$ cat config.mk
export PLATFORM = sky130hd
export DESIGN_NAME = dma_seq_core
export DESIGN_NICKNAME = d
export VERILOG_FILES = /design/src/rtl/dma_seq_pkg.sv /design/src/rtl/dma_req_sense.sv /design/src/rtl/dma_unit_timer.sv /design/src/rtl/dma_xfer_ctr.sv /design/src/rtl/dma_seq_core.sv
export SDC_FILE = /design/constraint.sdc
export NUM_CORES = 1
export LEC_CHECK = 0
export BUFFER_PORTS_ARGS = -buffer_cell sky130_fd_sc_hd__buf_2
export CORE_MARGIN = 3
export CORE_UTILIZATION = 51
export CTS_CLUSTER_SIZE = 8
export DETAILED_ROUTE_END_ITERATION = 8
export PLACE_DENSITY = 0.76
export SYNTH_ARGS = -nofsm -noshare
export SYNTH_HDL_FRONTEND = slang
export SYNTH_SLANG_ARGS = --single-unit
$ cat constraint.sdc
create_clock -name clk -period 1.77 [get_ports clk]
set_input_delay 0.354 -clock clk [delete_from_list [all_inputs] [get_ports clk]]
set_output_delay 0.354 -clock clk [all_outputs]
set_load 0.005 [all_outputs]
$ cat src/rtl/dma_seq_pkg.sv
package dma_seq_pkg;

   typedef enum logic [1:0] {
      EFF_STEAL = 2'd0,
      EFF_BURST = 2'd1,
      EFF_BLOCK = 2'd2
   } eff_mode_e;

   typedef enum logic [1:0] {
      ST_IDLE  = 2'd0,
      ST_WAITQ = 2'd1,
      ST_BREQ  = 2'd2,
      ST_XFER  = 2'd3
   } seq_state_e;

   // Burst is only allowed with auto requests; block only with external ones.
   function automatic eff_mode_e resolve_mode(input logic ext, input logic [1:0] bm);
      if (!ext && bm == 2'b01) return EFF_BURST;
      if (ext && bm == 2'b10)  return EFF_BLOCK;
      return EFF_STEAL;
   endfunction

endpackage

$ cat src/rtl/dma_req_sense.sv
module dma_req_sense #(
   parameter int SYNC_STAGES = 2
) (
   input  logic clk,
   input  logic rst_n,
   input  logic req_n,
   input  logic edge_mode,
   input  logic arm,
   input  logic consume,
   output logic req_seen
);

   logic req_s_n;
   logic prev_n;
   logic pend;
   logic fall;

   initial begin
      if (SYNC_STAGES < 0) $error("SYNC_STAGES must not be negative");
   end

   generate
      if (SYNC_STAGES == 0) begin : g_nosync
         assign req_s_n = req_n;
      end else begin : g_sync
         logic [SYNC_STAGES-1:0] chain;
         always_ff @(posedge clk or negedge rst_n) begin
            if (!rst_n) begin
               chain <= '1;
            end else begin
               chain[0] <= req_n;
               for (int i = 1; i < SYNC_STAGES; i++) chain[i] <= chain[i-1];
            end
         end
         assign req_s_n = chain[SYNC_STAGES-1];
      end
   endgenerate

   assign fall = prev_n & ~req_s_n;

   always_ff @(posedge clk or negedge rst_n) begin
      if (!rst_n) begin
         prev_n <= 1'b1;
         pend   <= 1'b0;
      end else begin
         prev_n <= req_s_n;
         if (!arm) pend <= 1'b0;
         else      pend <= (pend & ~consume) | fall;
      end
   end

   assign req_seen = edge_mode ? pend : ~req_s_n;

   // a pending edge survives until it is consumed
   p_pend_keep_r6: assert property (@(posedge clk) disable iff (!rst_n)
      (pend && !consume && arm) |=> pend);

endmodule

$ cat src/rtl/dma_unit_timer.sv
module dma_unit_timer #(
   parameter int ACC_CYCLES = 3
) (
   input  logic clk,
   input  logic rst_n,
   input  logic run,
   output logic first,
   output logic last
);

   initial begin
      if (ACC_CYCLES < 1) $error("ACC_CYCLES must be at least 1");
   end

   generate
      if (ACC_CYCLES == 1) begin : g_single
         assign first = run;
         assign last  = run;
      end else begin : g_count
         localparam int TMR_W = $clog2(ACC_CYCLES);
         localparam logic [TMR_W-1:0] LAST_V = TMR_W'(ACC_CYCLES - 1);
         logic [TMR_W-1:0] cnt;
         always_ff @(posedge clk or negedge rst_n) begin
            if (!rst_n)                     cnt <= '0;
            else if (!run || cnt == LAST_V) cnt <= '0;
            else                            cnt <= cnt + 1'b1;
         end
         assign first = run && (cnt == '0);
         assign last  = run && (cnt == LAST_V);

         // timer never exceeds its access length
         p_tmr_range_r11: assert property (@(posedge clk) disable iff (!rst_n)
            cnt <= LAST_V);
         // a running access advances one step per cycle
         p_tmr_step_r11: assert property (@(posedge clk) disable iff (!rst_n)
            (run && cnt != LAST_V) |=> (!run || cnt == $past(cnt) + 1'b1));
      end
   endgenerate

endmodule

$ cat src/rtl/dma_xfer_ctr.sv
module dma_xfer_ctr #(
   parameter int CNT_W = 16,
   parameter int BLK_W = 8
) (
   input  logic             clk,
   input  logic             rst_n,
   input  logic             load,
   input  logic [CNT_W-1:0] load_cnt,
   input  logic [BLK_W-1:0] load_blk,
   input  logic             blk_restart,
   input  logic             unit_done,
   output logic             last_unit,
   output logic             blk_last
);

   localparam logic [BLK_W-1:0] BLK_ONE = BLK_W'(1);

   logic [CNT_W-1:0] remaining;
   logic [BLK_W-1:0] blk_cfg;
   logic [BLK_W-1:0] blk_left;

   initial begin
      if (CNT_W < 1 || BLK_W < 1) $error("counter widths must be positive");
   end

   always_ff @(posedge clk or negedge rst_n) begin
      if (!rst_n) begin
         remaining <= '0;
         blk_cfg   <= BLK_ONE;
         blk_left  <= BLK_ONE;
      end else begin
         if (load) begin
            remaining <= load_cnt;
            blk_cfg   <= (load_blk == '0) ? BLK_ONE : load_blk;
         end else if (unit_done) begin
            remaining <= remaining - 1'b1;
         end
         if (blk_restart)                     blk_left <= blk_cfg;
         else if (unit_done && blk_left != 0) blk_left <= blk_left - 1'b1;
      end
   end

   assign last_unit = (remaining == CNT_W'(1));
   assign blk_last  = (blk_left <= BLK_ONE);

   // no unit completes with nothing left to transfer
   p_no_underflow_r9: assert property (@(posedge clk) disable iff (!rst_n)
      unit_done |-> remaining != '0);

endmodule

$ cat src/rtl/dma_seq_core.sv
module dma_seq_core
   import dma_seq_pkg::*;
#(
   parameter int CNT_W       = 16,
   parameter int BLK_W       = 8,
   parameter int ACC_CYCLES  = 3,
   parameter int SYNC_STAGES = 2
) (
   input  logic             clk,
   input  logic             rst_n,
   input  logic             en_set,
   input  logic             req_mode,
   input  logic [1:0]       bus_mode,
   input  logic             sense_edge,
   input  logic             ack_en,
   input  logic [BLK_W-1:0] blk_size,
   input  logic [CNT_W-1:0] xfer_count,
   input  logic             req_n,
   input  logic             bus_grant,
   output logic             bus_req,
   output logic             unit_start,
   output logic             unit_done,
   output logic             ack_n,
   output logic             done,
   output logic             enabled
);

   seq_state_e state, state_nx;
   eff_mode_e  eff_r;
   logic       ext_r, edge_r, ack_en_r;
   logic       ack_arm;
   logic       req_seen, accept, consume, load;
   logic       u_first, u_last, last_unit, blk_last;
   logic       finish;

   assign load    = (state == ST_IDLE) && en_set && (xfer_count != '0);
   assign accept  = (state == ST_WAITQ) && (!ext_r || req_seen);
   assign consume = accept && ext_r && edge_r;
   assign finish  = (state == ST_XFER) && u_last && last_unit;

   dma_req_sense #(.SYNC_STAGES(SYNC_STAGES)) u_sense (
      .clk      (clk),
      .rst_n    (rst_n),
      .req_n    (req_n),
      .edge_mode(edge_r),
      .arm      (enabled),
      .consume  (consume),
      .req_seen (req_seen)
   );

   dma_unit_timer #(.ACC_CYCLES(ACC_CYCLES)) u_timer (
      .clk  (clk),
      .rst_n(rst_n),
      .run  (state == ST_XFER),
      .first(u_first),
      .last (u_last)
   );

   dma_xfer_ctr #(.CNT_W(CNT_W), .BLK_W(BLK_W)) u_ctr (
      .clk        (clk),
      .rst_n      (rst_n),
      .load       (load),
      .load_cnt   (xfer_count),
      .load_blk   (blk_size),
      .blk_restart(accept),
      .unit_done  (u_last && state == ST_XFER),
      .last_unit  (last_unit),
      .blk_last   (blk_last)
   );

   always_comb begin
      state_nx = state;
      unique case (state)
         ST_IDLE:  if (load) state_nx = ST_WAITQ;
         ST_WAITQ: if (accept) state_nx = ST_BREQ;
         ST_BREQ:  if (bus_grant) state_nx = ST_XFER;
         ST_XFER: begin
            if (u_last) begin
               if (last_unit)                          state_nx = ST_IDLE;
               else if (eff_r == EFF_BURST)            state_nx = ST_XFER;
               else if (eff_r == EFF_BLOCK && !blk_last) state_nx = ST_XFER;
               else                                    state_nx = ST_WAITQ;
            end
         end
         default: state_nx = ST_IDLE;
      endcase
   end

   always_ff @(posedge clk or negedge rst_n) begin
      if (!rst_n) begin
         state    <= ST_IDLE;
         eff_r    <= EFF_STEAL;
         ext_r    <= 1'b0;
         edge_r   <= 1'b0;
         ack_en_r <= 1'b0;
         ack_arm  <= 1'b0;
         done     <= 1'b0;
      end else begin
         state <= state_nx;
         if (state == ST_IDLE && en_set) begin
            eff_r    <= resolve_mode(req_mode, bus_mode);
            ext_r    <= req_mode;
            edge_r   <= sense_edge;
            ack_en_r <= ack_en;
            done     <= (xfer_count == '0);
         end else if (finish) begin
            done <= 1'b1;
         end
         if (accept && ext_r && ack_en_r) ack_arm <= 1'b1;
         else if (u_first)                ack_arm <= 1'b0;
      end
   end

   assign enabled    = (state != ST_IDLE);
   assign bus_req    = (state == ST_BREQ) || (state == ST_XFER);
   assign unit_start = u_first;
   assign unit_done  = u_last;
   assign ack_n      = ~(ack_arm & u_first);

   // cycle steal gives the bus back after a unit
   p_steal_release_r3: assert property (@(posedge clk) disable iff (!rst_n)
      (unit_done && !last_unit && eff_r == EFF_STEAL) |=> !bus_req);
   // burst keeps the bus and starts the next unit at once
   p_burst_hold_r4: assert property (@(posedge clk) disable iff (!rst_n)
      (unit_done && !last_unit && eff_r == EFF_BURST) |=> (bus_req && unit_start));
   // acknowledge is a single-cycle pulse
   p_ack_pulse_r7: assert property (@(posedge clk) disable iff (!rst_n)
      !ack_n |=> ack_n);
   // completion leaves the channel disabled and off the bus
   p_done_idle_r9: assert property (@(posedge clk) disable iff (!rst_n)
      $rose(done) |-> (!bus_req && !enabled));
   // a fresh bus request never coincides with a unit start
   p_grant_first_r11: assert property (@(posedge clk) disable iff (!rst_n)
      $rose(bus_req) |-> !unit_start);

endmodule

==> summary.md, run 1 <==
| Metric | Value |
|---|---|
| PortBufs | 39 |
| Peak VDD IR | 773 uV |
| Slew headroom | 67.9% |
| Fin. max-slew vios | 0 |
| Req. time, crit path | 1420 ps |
| CP cell instances | ha_4 -> nand3_4 -> clkinvlp_4 -> buf_6 -> buf_6 |
| H-tree depth | 2 |
| Area contributors post-synth | dfrtp_1 41%, nand2_1 7.8%, dfstp_2 5.1% |
| CP max-delay cell | dfrtp_1 |
| Max stage delay on crit path | 420 ps |
| TritonCTS clock tree | done |
| Final non-filler cell area | 3390 sq um |
| Status | complete, but fails checks |
| Setup TNS | 0 ps |
| Worst Tran Pin Value | 481 ps |
| Die width | 76.9 um |
| Yosys cell types | 59 |
| Diode count | 0 |
| Commonest cells post-synth | 53 x nand2_1, 42 x dfrtp_1, 15 x inv_1, 13 x o211ai_1, 11 x nand3_1 |
| Main synth FF type | dfrtp_1 |
| Initial core utilization | 53.5% |
| Post-synth EDFFs | 0 |
| HPWL after detailed placement | 4.59 mm |
| Pre-antenna DRT Iters | 4 |
| Via/cell ratio | 5.61 |
| Fin crit share | 99.6% |
| Setup Crit Path Kind | register to output port |
| Fmax | 567 MHz |
| Area grow syn2layout | 32.4% |
| Die area | 5910 sq um |
| Clock transition at the registers of the reported paths | 90 ps |
| Routed WL | 6.33 mm |
| Largest net degree at the start of global routing | 29 |
| Die height | 76.9 um |
| Total power | 4.85 mW |
| Std cell rows | 25 |
| CP Max Fanout | 6 |
| Fin cells | 422 |
| Post-synth top area cell | dfrtp_1 |
| Vias | 2367 |
| Final setup violation count | 0 |
| Initial antenna violation count | 0 |
| Vias in the first global route | 2248 |
| Fin. Hold Viols | 12 |
| Clock latency on the worst-skew pair | 310 ps |
| Most instantiated library cell after synthesis | nand2_1 |
| Seq cells post-synth | 47 |
| Share of cells above drive strength 1 | 39.4% |
| Io pins | 40 |
| Async SR Flop Fraction | 100% |
| Placed instance area | 3080 sq um |
| Yosys top cell area share | 41.0% |
| First-pass GRT wire length | 10.6 mm |
| Hold Slack | -8.28 ps |
| Critical Path Most Common Cell | buf_6 |
| CP startpoint kind | register |
| Hold Crit Class | primary input to asynchronous set/reset pin |
| Nets@finish | 394 |
| CTS sink cnt | 47 |
| Placed cells | 399 |
| Pleak | 1.51 nW |
| Clock Skew | 7.50 ps |
| Failing checks | hold timing |
| GRT Total Usage | 22.4% |
| Gr ovfl total | 0 |
| Wire per inst | 15.0 um |
| Final min period | 1760 ps |
| Post-synthesis cell count | 266 |
| Synthesized area | 2560 sq um |
| Ys Warns | 0 |
| RSZ-0062 raised after global routing | true |
| Crit path capture type | output port |
| Drt first-iter violations | 120 |
| Syn nets | 306 |
| PD cells | 1430 nW/um^2 |
| DRT antenna net count | 0 |
| Max-cap violations | 0 |
| DRC | 0 |
| Max Buffers Root-to-Sink | 2 |
| Seq/Total Area, Yosys | 46.2% |
| CTS buffer count | 5 |
| Cts hold-fix bufs | 0 |
| Core Region | 4790 sq um |
| Mean area per synthesized cell | 9.63 sq um |
| Clock root buffer | clkbuf_8 |
| Crit path DAT | 1410 ps |
| Gpl congestion | 0.836 |
[cell type report]
type / count / area [sq um]
Clock buffer: 6 / 72.6
Clock inverter: 2 / 12.5
Fill cell: 379 / 1390
Inverter: 15 / 60.1
Multi-Input combinational cell: 191 / 1350
Sequential cell: 47 / 1180
Tap cell: 67 / 83.8
Timing Repair Buffer: 94 / 631
[flip-flops by register name, summed over array words and instances (netlist names)]
register,cells
u_ctr.remaining,16
u_ctr.blk_cfg,8
u_ctr.blk_left,8
eff_r,2
state,2
u_sense.g_sync.chain,2
u_timer.g_count.cnt,2
ack_arm,1
ack_en_r,1
done,1
edge_r,1
ext_r,1
u_sense.pend,1
u_sense.prev_n,1
[logic make-up (layout without fill, tap and decap cells)]
kind of cell | after synthesis | in the layout | synth area share [%]
flip-flops | 47 | 47 | 46.2
multiplexers | 3 | 3 | 1.22
AND/OR/NAND/NOR | 118 | 118 | 25.2
buffers and inverters | 28 | 117 | 5.23
AO/OA/AOI/OAI | 64 | 64 | 19.3
adder cells (fa/ha/maj) | 6 | 6 | 2.93
[layout by cell type (no fill, tap or decap), drive strengths merged, types with 3 or more instances in the layout]
master	count
buf	94
nand2	54
dfrtp	42
inv	14
o211ai	13
nand3	12
nor4	9
a21oi	8
o311ai	8
o21ai	7
nor3	7
nor2	7
clkbuf	6
ha	6
dfstp	5
nor2b	4
nand4	4
o31ai	4
or2	3
or3	3
a32oi	3
a221o	3
[metrics by stage]
step | utilization [%] | setup WS, ps
global placement | 64.3 | -66.1
finish | 70.9 | 7.43
detailed placement | 64.3 | -169
global route | 70.9 | -50.1
floorplan | - | -17.9
CTS | 67.2 | 7.04
[what timing repair did]
action	CTS	global route
gates resized for setup	4	26
setup endpoints to repair	9	30
pin swaps	2	8
buffers inserted	5	10
[final timing paths]
path / from / slack (ps) / end / depth (start not counted)
setup / recovery: u_timer.g_count.cnt[1] / 7 / unit_done / 5
hold / removal: rst_n / -8 / eff_r[1] / 1
setup reg to reg: u_timer.g_count.cnt[1] / 20 / u_ctr.remaining[2] / 8
hold reg to reg: u_sense.g_sync.chain[0] / 360 / u_sense.g_sync.chain[1] / 0
max in group asynchronous: rst_n / 1200 / u_ctr.blk_cfg[0] / 2
min in group clk: req_n / 150 / u_sense.g_sync.chain[0] / 1
[worst max-delay path: cells and delay by family, from the launching register on]
family | cells | cell delay, ps
flip-flops | 1 | 420
buffers and inverters | 3 | 400
adder cells (fa/ha/maj) | 1 | 190
AND/OR/NAND/NOR | 1 | 90
[metal layers]
layer | track usage (%) | vias up | part of all wire [%]
met5 | 0 | - | 0
met4 | 7.07 | 0 | 1.4
met3 | 6.22 | 9 | 4.3
met2 | 34.7 | 55 | 47
met1 | 30.6 | 1129 | 47
li1 | - | 1174 | -
[power breakdown]
group	switching (mW)	internal, mW
registers	0.438	1.56
logic	1.07	1.14
clock network	0.372	0.277
total	1.88	2.97
Power figures use the tool's default switching activity.
==> run 2: changes to the inputs <==
SYNTH_HIERARCHICAL = 1   (was default)
==> run 2 against run 1 <==
  * Power grew 16%
  * Flip-flop and latch count unchanged
  * Worst setup slack lost 270 ps
  * Utilization rose by 4.0 points
  * Combinational power grew 18%
  * Largest power group unchanged
  * Design area up 5.0%
  * Largest cell class unchanged
  * Critical path type is now register to register
  * Maximum frequency down 13%
  * The flow finishes with violations (setup timing)
  * Hold slack better by 150 ps
==> summary.md, run 2 <==
| Metric | Value |
|---|---|
| Area contributors post-synth | dfrtp_1 41%, dfstp_2 5.2%, nand2_1 4.7% |
| CP cell instances | inv_2 -> ha_4 -> and2_4 -> and3_4 -> or4b_4 -> a211oi_2 -> a21oi_1 -> o21ai_1 |
| Post-synth EDFFs | 0 (unchanged) |
| Drt first-iter violations | 121 (+0.83%) |
| Post-synth top area cell | dfrtp_1 |
| CP max-delay cell | or4b_4 |
| Status | complete, but fails checks |
| HPWL after detailed placement | 4.16 mm (-9.4%) |
| Failing checks | setup timing |
| Die height | 76.5 um (-0.45%) |
| Hold Crit Class | primary input to register |
| Routed WL | 6.24 mm (-1.5%) |
| Most frequent cells in the layout | 40 x dfrtp_1, 39 x buf_4, 38 x buf_2 |
| Slew headroom | 69.9% (+2.0 points) |
| DRT antenna net count | 0 (unchanged) |
| Int Pwr | 3.57 mW (+20%) |
| CP startpoint kind | register |
| Clock transition at the registers of the reported paths | 90 ps (about the same) |
| Async SR Flop Fraction | 100% (unchanged) |
| CP Max Fanout | 7 (+1) |
| Most flops, register | u_ctr/remaining |
| Std cell rows | 25 (unchanged) |
| Seq cells post-synth | 47 (unchanged) |
| Register Area | 1180 sq um (unchanged) |
| Mean area per synthesized cell | 10.1 sq um (+4.9%) |
| Max stage delay on crit path | 500 ps (+80 ps) |
| DRC | 0 (unchanged) |
| Final min period | 2030 ps (+272 ps) |
| Max-cap violations | 0 (unchanged) |
| Clock power share | 16.4% (+3.0 points) |
| Commonest cells post-synth | 42 x dfrtp_1, 32 x nand2_1, 22 x o21ai_0, 12 x inv_1, 11 x nor2_1 |
| WP buf/inv | 1 (-2) |
| Net Switching | 2.08 mW (+10%) |
| Main synth FF type | dfrtp_1 |
| Combinational share of power | 46.3% (+0.8 points) |
| Synthesized area | 2540 sq um (-0.98%) |
| Req. time, crit path | 2000 ps (+580 ps) |
| Seq pwr share | 37.3% (-3.8 points) |
| Wire per inst | 15.4 um (+2.7%) |
| Setup Crit Path Kind | register to register |
| Gpl congestion | 0.874 (+4.6%) |
| Peak VDD IR | 924 uV (+19%) |
| Crit path capture type | register |
| Initial antenna violation count | 0 (unchanged) |
| Clock Skew | 9.86 ps (+2.36 ps) |
| GRT Total Usage | 21.4% (-1.1 points) |
| PortBufs | 39 (unchanged) |
| Die area | 5860 sq um (-0.90%) |
| Largest register FFs | 16 (unchanged) |
| CP top delay family | simple AND/OR/NAND/NOR gates |
| Largest net degree at the start of global routing | 42 (+45%) |
| Worst Tran Pin Value | 452 ps (-29.6 ps) |
| Pleak | 1.52 nW (+0.89%) |
| Seq/Total Area, Yosys | 46.6% (+0.46 points) |
| Area grow syn2layout | 40.5% |
| H-tree depth | 2 (unchanged) |
| CTS buffer count | 5 (unchanged) |
| Diode count | 0 (unchanged) |
| Nets@finish | 378 (-4.1%) |
| Pre-antenna DRT Iters | 4 (unchanged) |
| Post-synthesis cell count | 251 (-5.6%) |
| Vias | 2206 (-6.8%) |
| RSZ-0062 raised after global routing | true |
| Yosys cell types | 51 (-14%) |
| Core Region | 4750 sq um (-0.65%) |
| Clock root buffer | clkbuf_8 |
| Vias in the first global route | 2266 (+0.80%) |
| Gr ovfl total | 0 (unchanged) |
| Fin util | 74.9% (+4.0 points) |
| Ys Warns | 6 (+6) |
| Io pins | 40 (unchanged) |
| First-pass GRT wire length | 10.2 mm (-3.8%) |
| Fin. Hold Viols | 0 (-12) |
| Multi-input logic area | 1480 sq um (+9.8%) |
| Fmax | 492 MHz (-13%) |
| Fin. max-slew vios | 0 (unchanged) |
| Fin crit share | 115% (+15 points) |
| Share of cells above drive strength 1 | 46.4% (+7.0 points) |
| Most instantiated library cell after synthesis | dfrtp_1 |
| Die width | 76.5 um (-0.45%) |
| Max Buffers Root-to-Sink | 2 (unchanged) |
| Hold Slack | 141 ps (+149 ps) |
| Top Registers | u_ctr/remaining (16), u_ctr/blk_cfg (8), u_ctr/blk_left (8) |
| Setup WS post-layout | -264 ps (-272 ps) |
| TritonCTS clock tree | done |
| CTS sink cnt | 47 (unchanged) |
| Clock latency on the worst-skew pair | 300 ps (about the same) |
| PD cells | 1580 nW/um^2 (+11%) |
| Yosys top cell area share | 41.4% (+0.40 points) |
| Net Sw Frac | 36.8% (-1.9 points) |
| Most common cell after layout, fill and taps aside | dfrtp_1 |
| Initial core utilization | 53.3% (-0.17 points) |
| Final setup violation count | 14 (+14) |
| Filler cell count | 319 (-16%) |
| Syn nets | 292 (-4.6%) |
| Via/cell ratio | 5.45 (-2.9%) |
| Crit path DAT | 2270 ps (+860 ps) |
==> run 2: cell types whose count changed after synthesis, moves of 4 or more <==
cell	before	now
nand2_1	53	32
o21ai_0	7	22
xor2_1	0	9
mux2_2	1	9
o211ai_1	13	5
o311ai_0	7	0
xnor2_1	0	7
nand3_1	11	5
nor2_1	7	11
==> run 2: logic make-up after synthesis <==
group,synth area share (%)
AND/OR/NAND/NOR,22.8
flip-flops,46.6
AO/OA/AOI/OAI,11.5
buffers and inverters,3.55
XOR/XNOR,5.53
multiplexers,6.56
adder cells (fa/ha/maj),3.45
==> run 2: power groups by stage <==
stage,Sequential [mW],Clock [mW],Combinational [mW]
2_1_floorplan,1.98,0,1.28
3_3_place_gp,2.00,0,2.00
3_5_place_dp,2.03,0,2.08
4_1_cts,2.04,0.946,2.29
5_1_grt,2.17,0.990,2.86
6_report,2.10,0.928,2.61
==> run 2: path summary, 6_finish.rpt <==
kind	start	endpoint	slack, ps	cells after the start
min reg2reg	u_sense/g_sync.chain[0]	u_sense/g_sync.chain[1]	360	0
max	u_timer/g_count.cnt[0]	u_ctr/blk_left[3]	-260	8
min in group asynchronous	rst_n	u_ctr/blk_left[6]	420	2
min	req_n	u_sense/g_sync.chain[0]	140	1
max reg2reg	u_timer/g_count.cnt[0]	u_ctr/blk_left[3]	-260	8
max in group asynchronous	rst_n	u_ctr/blk_left[0]	830	3
==> run 2: layout make-up <==
| class | count | area share (%) |
|---|---|---|
| multi-input cells | 183 | 41.6 |
| flip-flops and latches | 47 | 33.3 |
| repair buffers | 87 | 17.7 |
| well taps | 67 | 2.35 |
| clock buffers | 6 | 2.04 |
| clock inverters | 2 | 1.69 |
| inverters | 13 | 1.44 |
==> run 2: per-layer routing <==
metal / global-route usage (%) / wire length (um) / up-vias
met5: 0 / 0 / -
met4: 7.25 / 107 / 0
met3: 4.26 / 320 / 14
met2: 36.6 / 3160 / 61
met1: 27.0 / 2650 / 1072
li1: - / - / 1059
==> run 2: through the flow <==
stage	setup TNS (ps)	instance area, sq um	total power [mW]	cells	setup slack, ps
after floorplan	-1650	2590	3.26	251	-323
after global placement	-2450	3130	4.00	384	-153
after detailed placement	-3870	3130	4.11	384	-201
after CTS	-502	3390	5.28	399	-106
after global routing	-2680	3560	6.03	405	-317
final	-1020	3560	5.65	405	-264
==> run 2: repair_timing <==
action,in CTS,in global routing
endpoints found under the setup margin,21,28
hold buffers,1,0
setup buffers,6,9
resized for setup,22,37
endpoints found under the hold margin,6,0
pin swaps,7,22
